$ cat config.mk
export PLATFORM = sky130hd
export DESIGN_NAME = pf_flag_unit
export DESIGN_NICKNAME = d
export VERILOG_FILES = /design/src/rtl/pf_pkg.sv /design/src/rtl/pf_sync.sv /design/src/rtl/pf_edge_detect.sv /design/src/rtl/pf_flag_unit.sv
export SDC_FILE = /design/constraint.sdc
export NUM_CORES = 1
export LEC_CHECK = 0
export ABC_AREA = 0
export CAP_MARGIN = 20
export CORE_ASPECT_RATIO = 1.2
export CORE_MARGIN = 2
export CORE_UTILIZATION = 45
export CTS_CLUSTER_SIZE = 16
export DETAILED_ROUTE_END_ITERATION = 7
export PLACE_DENSITY = 0.71
export SYNTH_ARGS = -nofsm -noshare
export SYNTH_HDL_FRONTEND = slang
export SYNTH_SLANG_ARGS = --single-unit
$ cat constraint.sdc
create_clock -name clk -period 1.5 [get_ports clk]
set_input_delay 0.3 -clock clk [delete_from_list [all_inputs] [get_ports clk]]
set_output_delay 0.3 -clock clk [all_outputs]
set_load 0.01 [all_outputs]
$ cat src/rtl/pf_pkg.sv
`timescale 1ns/1ps
package pf_pkg;
    localparam int ADDR_W = 4;

    // Address bits [3:1] select a register pair; bit 0 picks set (1) or clear (0)
    typedef enum logic [2:0] {
        GRP_DIR   = 3'd0,
        GRP_FLAG  = 3'd1,
        GRP_MASKA = 3'd2,
        GRP_MASKB = 3'd3,
        GRP_POL   = 3'd4,
        GRP_SENS  = 3'd5,
        GRP_BOTH  = 3'd6,
        GRP_NONE  = 3'd7
    } reg_grp_e;
endpackage

$ cat src/rtl/pf_sync.sv
`timescale 1ns/1ps
module pf_sync #(
    parameter int W      = 16,
    parameter int STAGES = 2
) (
    input  logic         clk,
    input  logic         rst_n,
    input  logic [W-1:0] din_i,
    output logic [W-1:0] dout_o
);
    logic [STAGES-1:0][W-1:0] chain_d, chain_q;

    always_comb begin
        chain_d = {chain_q[STAGES-2:0], din_i};
    end

    always_ff @(posedge clk) begin
        if (!rst_n) chain_q <= '0;
        else        chain_q <= chain_d;
    end

    assign dout_o = chain_q[STAGES-1];
endmodule

$ cat src/rtl/pf_edge_detect.sv
`timescale 1ns/1ps
module pf_edge_detect #(
    parameter int W = 16
) (
    input  logic         clk,
    input  logic         rst_n,
    input  logic [W-1:0] sync_i,
    input  logic [W-1:0] pol_i,
    input  logic [W-1:0] both_i,
    output logic [W-1:0] active_o,
    output logic [W-1:0] hit_o
);
    logic [W-1:0] prev_d, prev_q;

    always_comb begin
        prev_d = sync_i;
    end

    always_ff @(posedge clk) begin
        if (!rst_n) prev_q <= '0;
        else        prev_q <= prev_d;
    end

    for (genvar i = 0; i < W; i++) begin : g_pin
        logic rise, fall;
        assign rise        = sync_i[i] & ~prev_q[i];
        assign fall        = ~sync_i[i] & prev_q[i];
        assign hit_o[i]    = both_i[i] ? (rise | fall) : (pol_i[i] ? fall : rise);
        assign active_o[i] = sync_i[i] ^ pol_i[i];
    end
endmodule

$ cat src/rtl/pf_flag_unit.sv
`timescale 1ns/1ps
module pf_flag_unit
    import pf_pkg::*;
#(
    parameter int N_PINS      = 16,
    parameter int SYNC_STAGES = 2
) (
    input  logic              clk,
    input  logic              rst_n,
    input  logic              bus_wr_i,
    input  logic [ADDR_W-1:0] bus_addr_i,
    input  logic [N_PINS-1:0] bus_wdata_i,
    output logic [N_PINS-1:0] bus_rdata_o,
    input  logic [N_PINS-1:0] pin_in_i,
    output logic [N_PINS-1:0] pin_out_o,
    output logic [N_PINS-1:0] pin_oe_o,
    output logic              irq_a_o,
    output logic              irq_b_o
);
    typedef struct packed {
        logic [N_PINS-1:0] dir;
        logic [N_PINS-1:0] flag;
        logic [N_PINS-1:0] mska;
        logic [N_PINS-1:0] mskb;
        logic [N_PINS-1:0] pol;
        logic [N_PINS-1:0] sens;
        logic [N_PINS-1:0] both;
        logic              irq_a;
        logic              irq_b;
    } state_t;

    state_t cur_q, nxt_d;

    logic [N_PINS-1:0] pin_sync;
    logic [N_PINS-1:0] lvl_active;
    logic [N_PINS-1:0] edge_hit;

    pf_sync #(.W(N_PINS), .STAGES(SYNC_STAGES)) sync_i (
        .clk    (clk),
        .rst_n  (rst_n),
        .din_i  (pin_in_i),
        .dout_o (pin_sync)
    );

    pf_edge_detect #(.W(N_PINS)) det_i (
        .clk      (clk),
        .rst_n    (rst_n),
        .sync_i   (pin_sync),
        .pol_i    (cur_q.pol),
        .both_i   (cur_q.both),
        .active_o (lvl_active),
        .hit_o    (edge_hit)
    );

    reg_grp_e grp;
    logic     hi_addr;
    assign grp     = reg_grp_e'(bus_addr_i[ADDR_W-1:1]);
    assign hi_addr = bus_addr_i[0];

    logic [N_PINS-1:0] flag_set, flag_clr, ma_set, ma_clr, mb_set, mb_clr;

    always_comb begin
        nxt_d    = cur_q;
        flag_set = '0;
        flag_clr = '0;
        ma_set   = '0;
        ma_clr   = '0;
        mb_set   = '0;
        mb_clr   = '0;

        if (bus_wr_i) begin
            case (grp)
                GRP_DIR:   nxt_d.dir  = bus_wdata_i;
                GRP_FLAG:  if (hi_addr) flag_set = bus_wdata_i; else flag_clr = bus_wdata_i;
                GRP_MASKA: if (hi_addr) ma_set   = bus_wdata_i; else ma_clr   = bus_wdata_i;
                GRP_MASKB: if (hi_addr) mb_set   = bus_wdata_i; else mb_clr   = bus_wdata_i;
                GRP_POL:   nxt_d.pol  = bus_wdata_i;
                GRP_SENS:  nxt_d.sens = bus_wdata_i;
                GRP_BOTH:  nxt_d.both = bus_wdata_i;
                default:   ;
            endcase
        end

        nxt_d.mska = (cur_q.mska & ~ma_clr) | ma_set;
        nxt_d.mskb = (cur_q.mskb & ~mb_clr) | mb_set;

        for (int i = 0; i < N_PINS; i++) begin
            if (cur_q.dir[i]) begin
                // output pin: software owned
                nxt_d.flag[i] = (cur_q.flag[i] & ~flag_clr[i]) | flag_set[i];
            end else if (cur_q.sens[i]) begin
                // edge mode: sticky, a detected edge wins over a clear
                nxt_d.flag[i] = (cur_q.flag[i] & ~flag_clr[i]) | flag_set[i] | edge_hit[i];
            end else if (flag_set[i]) begin
                nxt_d.flag[i] = 1'b1;
            end else if (flag_clr[i]) begin
                nxt_d.flag[i] = 1'b0;
            end else begin
                nxt_d.flag[i] = lvl_active[i];
            end
        end

        nxt_d.irq_a = |(cur_q.flag & cur_q.mska);
        nxt_d.irq_b = |(cur_q.flag & cur_q.mskb);
    end

    always_ff @(posedge clk) begin
        if (!rst_n) cur_q <= '0;
        else        cur_q <= nxt_d;
    end

    always_comb begin
        case (grp)
            GRP_DIR:   bus_rdata_o = cur_q.dir;
            GRP_FLAG:  bus_rdata_o = cur_q.flag;
            GRP_MASKA: bus_rdata_o = cur_q.mska;
            GRP_MASKB: bus_rdata_o = cur_q.mskb;
            GRP_POL:   bus_rdata_o = cur_q.pol;
            GRP_SENS:  bus_rdata_o = cur_q.sens;
            GRP_BOTH:  bus_rdata_o = cur_q.both;
            default:   bus_rdata_o = '0;
        endcase
    end

    assign pin_out_o = cur_q.flag;
    assign pin_oe_o  = cur_q.dir;
    assign irq_a_o   = cur_q.irq_a;
    assign irq_b_o   = cur_q.irq_b;
endmodule

==> metrics.txt, run 1 <==
# TYPE chip_impl_metric gauge
chip_impl_info{name="status",value="finished with violations"} 1
chip_impl_info{name="failing_checks",value="setup timing"} 1
chip_impl_metric{name="clk-insertion-delay-late",unit="ns"} 0.43
chip_impl_metric{name="slew_of_the_pin_with_the_lowest_slew_margin",unit="ns"} 0.455
chip_impl_metric{name="initial_core_util",unit=""} 0.455
chip_impl_metric{name="antenna_violating_nets_post_route",unit=""} 0
chip_impl_metric{name="power_density",unit="nW/µm²"} 935
chip_impl_metric{name="floorplan.die.width",unit="µm"} 129
chip_impl_metric{name="report.final.slew_viol_count",unit=""} 0
chip_impl_metric{name="static-leakage-power",unit="nW"} 4.77
chip_impl_metric{name="synth-edff-count",unit=""} 0
chip_impl_info{name="critPathKind",value="reg2out"} 1
chip_impl_metric{name="io_buffers",unit=""} 88
chip_impl_metric{name="detail_route.vias_per_cell",unit=""} 5.34
chip_impl_metric{name="rows",unit=""} 55
chip_impl_metric{name="die_h",unit="µm"} 154
chip_impl_metric{name="synth.avg_cell_area",unit="µm²"} 8.39
chip_impl_metric{name="routed-via-count",unit=""} 7950
chip_impl_metric{name="final_critical_path_setup_slack",unit="ns"} -0.514
chip_impl_metric{name="ctsLongestPathBuffers",unit=""} 2
chip_impl_info{name="worst_path_max_delay_cell",value="dfxtp_2"} 1
chip_impl_metric{name="proportion_of_synthesized_chip_area_in_sequential_cells",unit=""} 0.382
chip_impl_metric{name="syn_inst",unit=""} 1012
chip_impl_metric{name="grt_pass1_vias",unit=""} 7807
chip_impl_metric{name="final_net_count",unit=""} 1292
chip_impl_metric{name="grt_first_pass_wirelength",unit="µm"} 40100
chip_impl_metric{name="floorplan.io_pins",unit=""} 89
chip_impl_info{name="category_of_the_worst_setup_path_capture_point",value="output pin"} 1
chip_impl_metric{name="netlist_area",unit="µm²"} 8490
chip_impl_info{name="final_common_cell",value="nand2_1"} 1
chip_impl_metric{name="critical_path.n_buffers_inverters",unit=""} 1
chip_impl_metric{name="place_area",unit="µm²"} 10700
chip_impl_metric{name="drv_cap",unit=""} 0
chip_impl_metric{name="grt_antenna_before_repair",unit=""} 0
chip_impl_metric{name="finalHoldViolations",unit=""} 0
chip_impl_metric{name="dieArea",unit="µm²"} 20000
chip_impl_metric{name="dpl.hpwl",unit="µm"} 17200
chip_impl_metric{name="overall_routing_resource_usage",unit=""} 0.259
chip_impl_metric{name="worst_ir_drop_vdd",unit="mV"} 0.777
chip_impl_metric{name="post-route-util",unit=""} 0.621
chip_impl_metric{name="drive_above_1_share",unit=""} 0.256
chip_impl_metric{name="final_setup_violation_count",unit=""} 29
chip_impl_metric{name="worst_path_largest_cell_delay",unit="ns"} 0.33
chip_impl_metric{name="final_cell_area",unit="µm²"} 11600
chip_impl_metric{name="crit_path_max_fanout",unit=""} 2
chip_impl_info{name="holdCritPathClass",value="in2reg"} 1
chip_impl_metric{name="clock.fmax",unit="MHz"} 497
chip_impl_metric{name="period_share",unit=""} 1.34
chip_impl_metric{name="maxSlewHeadroom",unit=""} 0.689
chip_impl_info{name="synth_top_flop_cell",value="dfxtp_1"} 1
chip_impl_info{name="final_cell_mix",value="201 x nand2_1, 184 x buf_4, 141 x dfxtp_1, 64 x a21boi_1, 51 x nor2_1"} 1
chip_impl_info{name="critical_path_s_top_delay_family",value="compound AO/OA/AOI/OAI gates"} 1
chip_impl_metric{name="finalCriticalPeriod",unit="ns"} 2.01
chip_impl_metric{name="setup_total_negative_slack",unit="ns"} -5.94
chip_impl_metric{name="numCtsBuffers",unit=""} 17
chip_impl_info{name="worstPathCellList",value="mux2i_1 -> a2bb2oi_1 -> nor2_1 -> a221o_1 -> buf_2"} 1
chip_impl_info{name="cts_tree",value="done"} 1
chip_impl_metric{name="antenna_cells_inserted",unit=""} 0
chip_impl_metric{name="grt_start_max_net_pins",unit=""} 59
chip_impl_metric{name="htree_levels",unit=""} 4
chip_impl_metric{name="avgRoutedWirePerCell",unit="µm"} 17.1
chip_impl_metric{name="fin_hold_ws",unit="ns"} 0.209
chip_impl_metric{name="coreArea",unit="µm²"} 18600
chip_impl_metric{name="ys_async_rst_share",unit=""} 0
chip_impl_metric{name="clkSinkCount",unit=""} 162
chip_impl_metric{name="final.setup_skew",unit="ns"} 0.00957
chip_impl_info{name="clk_root_buffer_cell",value="clkbuf_16"} 1
chip_impl_metric{name="pre_antenna_drt_iters",unit=""} 5
chip_impl_metric{name="place_congestion",unit=""} 0.867
chip_impl_metric{name="drc_errors",unit=""} 0
chip_impl_metric{name="syn_to_layout_area_delta",unit="%"} 36.5
chip_impl_metric{name="drt_first_iter_violations",unit=""} 573
chip_impl_metric{name="count_of_non_filler_cells_in_the_finished_layout",unit=""} 1490
chip_impl_metric{name="yosys_register_bits",unit=""} 162
chip_impl_info{name="rsz0062_at_grt",value="true"} 1
chip_impl_metric{name="grt-ovfl-total",unit=""} 0
chip_impl_metric{name="synth.distinct_cells",unit=""} 47
chip_impl_metric{name="worst_ep_required_time",unit="ns"} 1.20
chip_impl_metric{name="post-place-cells",unit=""} 1445
chip_impl_info{name="critical_path.startpoint_type",value="register"} 1
chip_impl_metric{name="worst_setup_hold_path_clk_slew",unit="ns"} 0.06
chip_impl_metric{name="critPathArrivalTime",unit="ns"} 1.71
chip_impl_metric{name="drt-total-wl",unit="µm"} 25400
chip_impl_metric{name="mappedNetlistNets",unit=""} 1083
chip_impl_metric{name="synth-warning-count",unit=""} 0
[report_power, final]
| group | internal (mW) | switching, mW | total, mW |
|---|---|---|---|
| Sequential | 4.43 | 0.0731 | 4.50 |
| Combinational | 0.673 | 0.669 | 1.34 |
| Clock | 3.17 | 1.82 | 4.99 |
[metrics by stage]
stage	setup slack (ns)	total power [mW]
finish	-0.514	10.8
global route	-0.580	11.2
CTS	-0.454	10.8
detailed placement	-0.788	5.88
global placement	-0.719	5.86
floorplan	-0.0666	5.27
[routing by layer]
layer | routed length (µm) | GRT usage | share of wire | vias up
li1 | - | - | - | 3843
met1 | 10300 | 0.309 | 0.41 | 3788
met2 | 13000 | 0.451 | 0.51 | 244
met3 | 1170 | 0.0436 | 0.046 | 75
met4 | 928 | 0.115 | 0.036 | 0
met5 | 0 | 0 | 0 | -
[cell families (layout without fill, tap and decap cells)]
logic type | after synthesis | count (layout) | synth area share
and+or+nand+nor | 392 | 392 | 0.214
AOI/OAI and AO/OA | 222 | 222 | 0.204
DFF | 162 | 162 | 0.382
buffers and inverters | 154 | 376 | 0.0914
muxes | 34 | 34 | 0.0448
adders and majority gates | 32 | 32 | 0.0472
xor gates and xnor gates | 16 | 16 | 0.0165
[state kept, by name, summed over array words and instances (netlist names)]
signal and flops:
cur_q 80, det_i.prev_q 16, pin_oe_o 16, pin_out_o 16, sync_i.chain_d 16, sync_i.dout_o 16, irq_a_o 1, irq_b_o 1
[cell usage after synthesis, types with 2 or more instances]
library cell,instances,share of area
and3_1,16,0.012
clkbuf_1,38,0.017
a21oi_1,7,0.0041
dfxtp_1,162,0.38
a21boi_0,32,0.028
a21boi_1,62,0.055
o31a_1,16,0.017
a2bb2oi_1,11,0.011
nor2_4,2,0.0027
o21ai_0,11,0.0065
a221oi_1,20,0.021
xnor2_1,16,0.017
a2111oi_0,16,0.017
nand2b_1,3,0.0022
nor2_1,53,0.023
nor3_4,2,0.0038
mux2i_1,29,0.034
buf_2,25,0.015
a22o_1,5,0.0052
nor2b_1,22,0.016
nand3_1,36,0.021
buf_6,3,0.0040
inv_1,48,0.021
o21a_1,2,0.0018
nand2_1,201,0.089
buf_4,38,0.034
and2_1,49,0.036
ha_1,32,0.047
a221o_1,11,0.013
mux4_2,3,0.0080
a211oi_1,16,0.014
a22oi_1,10,0.0088
[timing repair]
item	CTS	global route
endpoints found under the setup margin	68	71
hold buffers	0	0
setup buffers	7	3
cloned	3	0
pin swaps	8	10
gates resized for setup	131	63
[path summary, 6_finish.rpt]
path / start / endpoint / slack (ns) / cells after the start
hold / removal: rst_n / pin_out_o[5] / 0.21 / 2
setup reg to reg: sync_i.dout_o[4] / pin_out_o[4] / 0.02 / 5
hold reg to reg: sync_i.chain_d[17] / sync_i.dout_o[1] / 0.43 / 1
setup / recovery: cur_q[37] / bus_rdata_o[3] / -0.51 / 5
[area by class of cell]
| class | instances | area, µm² |
|---|---|---|
| clock buffers | 19 | 443 |
| fillers | 1553 | 7060 |
| repair buffers | 296 | 2560 |
| inverters | 48 | 180 |
| well taps | 256 | 320 |
| flip-flops and latches | 162 | 3270 |
| multi-input cells | 696 | 4580 |
| clock inverters | 13 | 231 |
(Power assumes the default switching activity.)
==> run 2: changes to the inputs <==
--- a/config.mk
+++ b/config.mk
@@ -10,9 +10,10 @@
 export CORE_ASPECT_RATIO = 1.2
 export CORE_MARGIN = 2
 export CORE_UTILIZATION = 45
+export CTS_CLUSTER_DIAMETER = 50
 export CTS_CLUSTER_SIZE = 16
 export DETAILED_ROUTE_END_ITERATION = 7
-export PLACE_DENSITY = 0.71
+export PLACE_DENSITY_LB_ADDON = 0.3
 export SYNTH_ARGS = -nofsm -noshare
 export SYNTH_HDL_FRONTEND = slang
 export SYNTH_SLANG_ARGS = --single-unit
==> metrics.txt, run 2 (synthesis gave the netlist of run 1 again) <==
# TYPE chip_impl_metric gauge
chip_impl_info{name="status",value="finished with violations"} 1
chip_impl_info{name="failing_checks",value="setup timing"} 1
chip_impl_metric{name="grt_antenna_before_repair",unit=""} 0
chip_impl_metric{name="post-place-cells",unit=""} 1445
chip_impl_metric{name="critical_path.n_buffers_inverters",unit=""} 1
chip_impl_metric{name="place_area",unit="µm²"} 10700
chip_impl_metric{name="drv_cap",unit=""} 0
chip_impl_metric{name="final.setup_skew",unit="ns"} 0.00585
chip_impl_metric{name="floorplan.io_pins",unit=""} 89
chip_impl_metric{name="coreArea",unit="µm²"} 18600
chip_impl_info{name="final_cell_mix",value="201 x nand2_1, 184 x buf_4, 137 x dfxtp_1, 62 x a21boi_1, 52 x nor2_1"} 1
chip_impl_metric{name="grt_first_pass_wirelength",unit="µm"} 40100
chip_impl_metric{name="finalCriticalPeriod",unit="ns"} 1.93
chip_impl_metric{name="antenna_violating_nets_post_route",unit=""} 0
chip_impl_metric{name="dieArea",unit="µm²"} 20000
chip_impl_metric{name="htree_levels",unit=""} 4
chip_impl_metric{name="die_h",unit="µm"} 154
chip_impl_metric{name="rows",unit=""} 55
chip_impl_info{name="final_common_cell",value="nand2_1"} 1
chip_impl_metric{name="crit_cells",unit=""} 5
chip_impl_metric{name="initial_core_util",unit=""} 0.455
chip_impl_metric{name="ctsLongestPathBuffers",unit=""} 2
chip_impl_info{name="clk_root_buffer_cell",value="clkbuf_16"} 1
chip_impl_metric{name="final_setup_violation_count",unit=""} 19
chip_impl_metric{name="io_buffers",unit=""} 88
chip_impl_metric{name="clk-insertion-delay-late",unit="ns"} 0.42
chip_impl_metric{name="antenna_cells_inserted",unit=""} 0
chip_impl_metric{name="finalHoldViolations",unit=""} 0
chip_impl_info{name="critPathKind",value="reg2out"} 1
chip_impl_metric{name="worst_path_largest_cell_delay",unit="ns"} 0.32
chip_impl_info{name="max_flop_register",value="cur_q"} 1
chip_impl_metric{name="worst_ir_drop_vdd",unit="mV"} 0.722
chip_impl_metric{name="post-route-util",unit=""} 0.618
chip_impl_info{name="critical_path_s_top_delay_family",value="compound AO/OA/AOI/OAI gates"} 1
chip_impl_metric{name="maxSlewHeadroom",unit=""} 0.715
chip_impl_metric{name="reg2regPathDepth",unit=""} 5
chip_impl_metric{name="pre_antenna_drt_iters",unit=""} 7
chip_impl_metric{name="grt_pass1_vias",unit=""} 7830
chip_impl_metric{name="place_congestion",unit=""} 0.873
chip_impl_metric{name="power_density",unit="nW/µm²"} 917
chip_impl_metric{name="numCtsBuffers",unit=""} 17
chip_impl_metric{name="period_share",unit=""} 1.29
chip_impl_metric{name="worst_setup_hold_path_clk_slew",unit="ns"} 0.06
chip_impl_metric{name="worst-r2r-setup-slack",unit="ns"} 0.07
chip_impl_metric{name="critPathArrivalTime",unit="ns"} 1.63
chip_impl_metric{name="grt_start_max_net_pins",unit=""} 31
chip_impl_info{name="crit-reg2reg-launch",value="pin_out_o[7]"} 1
chip_impl_metric{name="setup_total_negative_slack",unit="ns"} -5.28
chip_impl_metric{name="avgRoutedWirePerCell",unit="µm"} 17.3
chip_impl_metric{name="clkSinkCount",unit=""} 162
chip_impl_metric{name="slew_of_the_pin_with_the_lowest_slew_margin",unit="ns"} 0.417
chip_impl_metric{name="final_net_count",unit=""} 1289
chip_impl_metric{name="drt_first_iter_violations",unit=""} 527
chip_impl_metric{name="final_cell_area",unit="µm²"} 11500
chip_impl_metric{name="floorplan.die.width",unit="µm"} 129
chip_impl_metric{name="grt-ovfl-total",unit=""} 0
chip_impl_metric{name="detail_route.vias_per_cell",unit=""} 5.36
chip_impl_info{name="worst_path_max_delay_cell",value="dfxtp_2"} 1
chip_impl_metric{name="drc_errors",unit=""} 0
chip_impl_metric{name="syn_to_layout_area_delta",unit="%"} 35.7
chip_impl_info{name="critical_path.reg2reg.endpoint",value="irq_b_o"} 1
chip_impl_metric{name="report.final.slew_viol_count",unit=""} 0
chip_impl_metric{name="count_of_non_filler_cells_in_the_finished_layout",unit=""} 1482
chip_impl_metric{name="largest_reg_flops",unit=""} 80
chip_impl_metric{name="cts-hold-fix-buffers",unit=""} 0
chip_impl_metric{name="overall_routing_resource_usage",unit=""} 0.258
chip_impl_metric{name="drt-total-wl",unit="µm"} 25600
chip_impl_info{name="setup.worst_path.end",value="bus_rdata_o[5]"} 1
chip_impl_info{name="critical_path.startpoint_type",value="register"} 1
chip_impl_metric{name="static-leakage-power",unit="nW"} 4.73
chip_impl_metric{name="dpl.hpwl",unit="µm"} 17600
chip_impl_metric{name="total_power",unit="mW"} 10.6
chip_impl_info{name="launching_instance_or_port_of_the_critical_path",value="pin_out_o[5]"} 1
chip_impl_metric{name="dp_slack",unit="ns"} -0.764
chip_impl_metric{name="fin_hold_ws",unit="ns"} 0.321
chip_impl_metric{name="worst_ep_required_time",unit="ns"} 1.20
chip_impl_info{name="cts_tree",value="done"} 1
chip_impl_metric{name="drive_above_1_share",unit=""} 0.262
chip_impl_info{name="rsz0062_at_grt",value="true"} 1
chip_impl_info{name="holdCritPathClass",value="in2reg"} 1
chip_impl_metric{name="final_critical_path_setup_slack",unit="ns"} -0.432
chip_impl_metric{name="clock.fmax",unit="MHz"} 518
chip_impl_info{name="category_of_the_worst_setup_path_capture_point",value="output pin"} 1
chip_impl_info{name="worstPathCellList",value="mux2_2 -> a22oi_2 -> o22ai_1 -> a31o_1 -> buf_2"} 1
chip_impl_metric{name="crit_path_max_fanout",unit=""} 2
chip_impl_metric{name="routed-via-count",unit=""} 7945
-- run 2: worst register-to-register path, cell delays in order, from the launching register on --
cell	delay [ns]
dfxtp_2	0.33
buf_4	0.15
a22o_1	0.25
a221oi_1	0.25
nand3_1	0.11
o21a_1	0.23
-- run 2: final cells by class --
| type | count | area (µm²) |
|---|---|---|
| inverter | 48 | 180 |
| timing repair buffer | 293 | 2500 |
| tap | 256 | 320 |
| clock inverter | 6 | 155 |
| multi-input combinational | 696 | 4620 |
| sequential | 162 | 3270 |
| clock buffer | 21 | 470 |
| fill | 1617 | 7130 |
-- run 2: how the worst min path moves through the flow --
stage | start | cells after the start | to | slack (ns)
after floorplan | sync_i.chain_d[20] | 1 | sync_i.dout_o[4] | 0.41
after global placement | sync_i.chain_d[24] | 1 | sync_i.dout_o[8] | 0.41
after detailed placement | sync_i.chain_d[30] | 1 | sync_i.dout_o[14] | 0.42
after CTS | rst_n | 2 | pin_out_o[14] | 0.31
after global routing | rst_n | 2 | pin_out_o[14] | 0.33
final | rst_n | 2 | pin_out_o[14] | 0.32
-- run 2: what timing repair did --
action	4_1_cts	5_1_grt
pin swaps	7	9
endpoints found under the hold margin	0	0
cloned	1	1
endpoints found under the setup margin	66	54
buffers inserted	6	2
resized for setup	125	87
-- run 2: report_power, final --
part           internal [mW]  leakage [nW]  switching (mW)
Sequential              4.43          1.33          0.0745
Clock                   3.04         0.307            1.66
Combinational          0.672          3.09           0.675
Total                   8.14          4.73            2.41
-- run 2: per-layer routing --
layer,vias up,global-route usage,part of all wire
met5,-,0,0
met4,0,0.104,0.028
met2,251,0.443,0.50
li1,3837,-,-
met3,56,0.0484,0.053
met1,3801,0.317,0.42
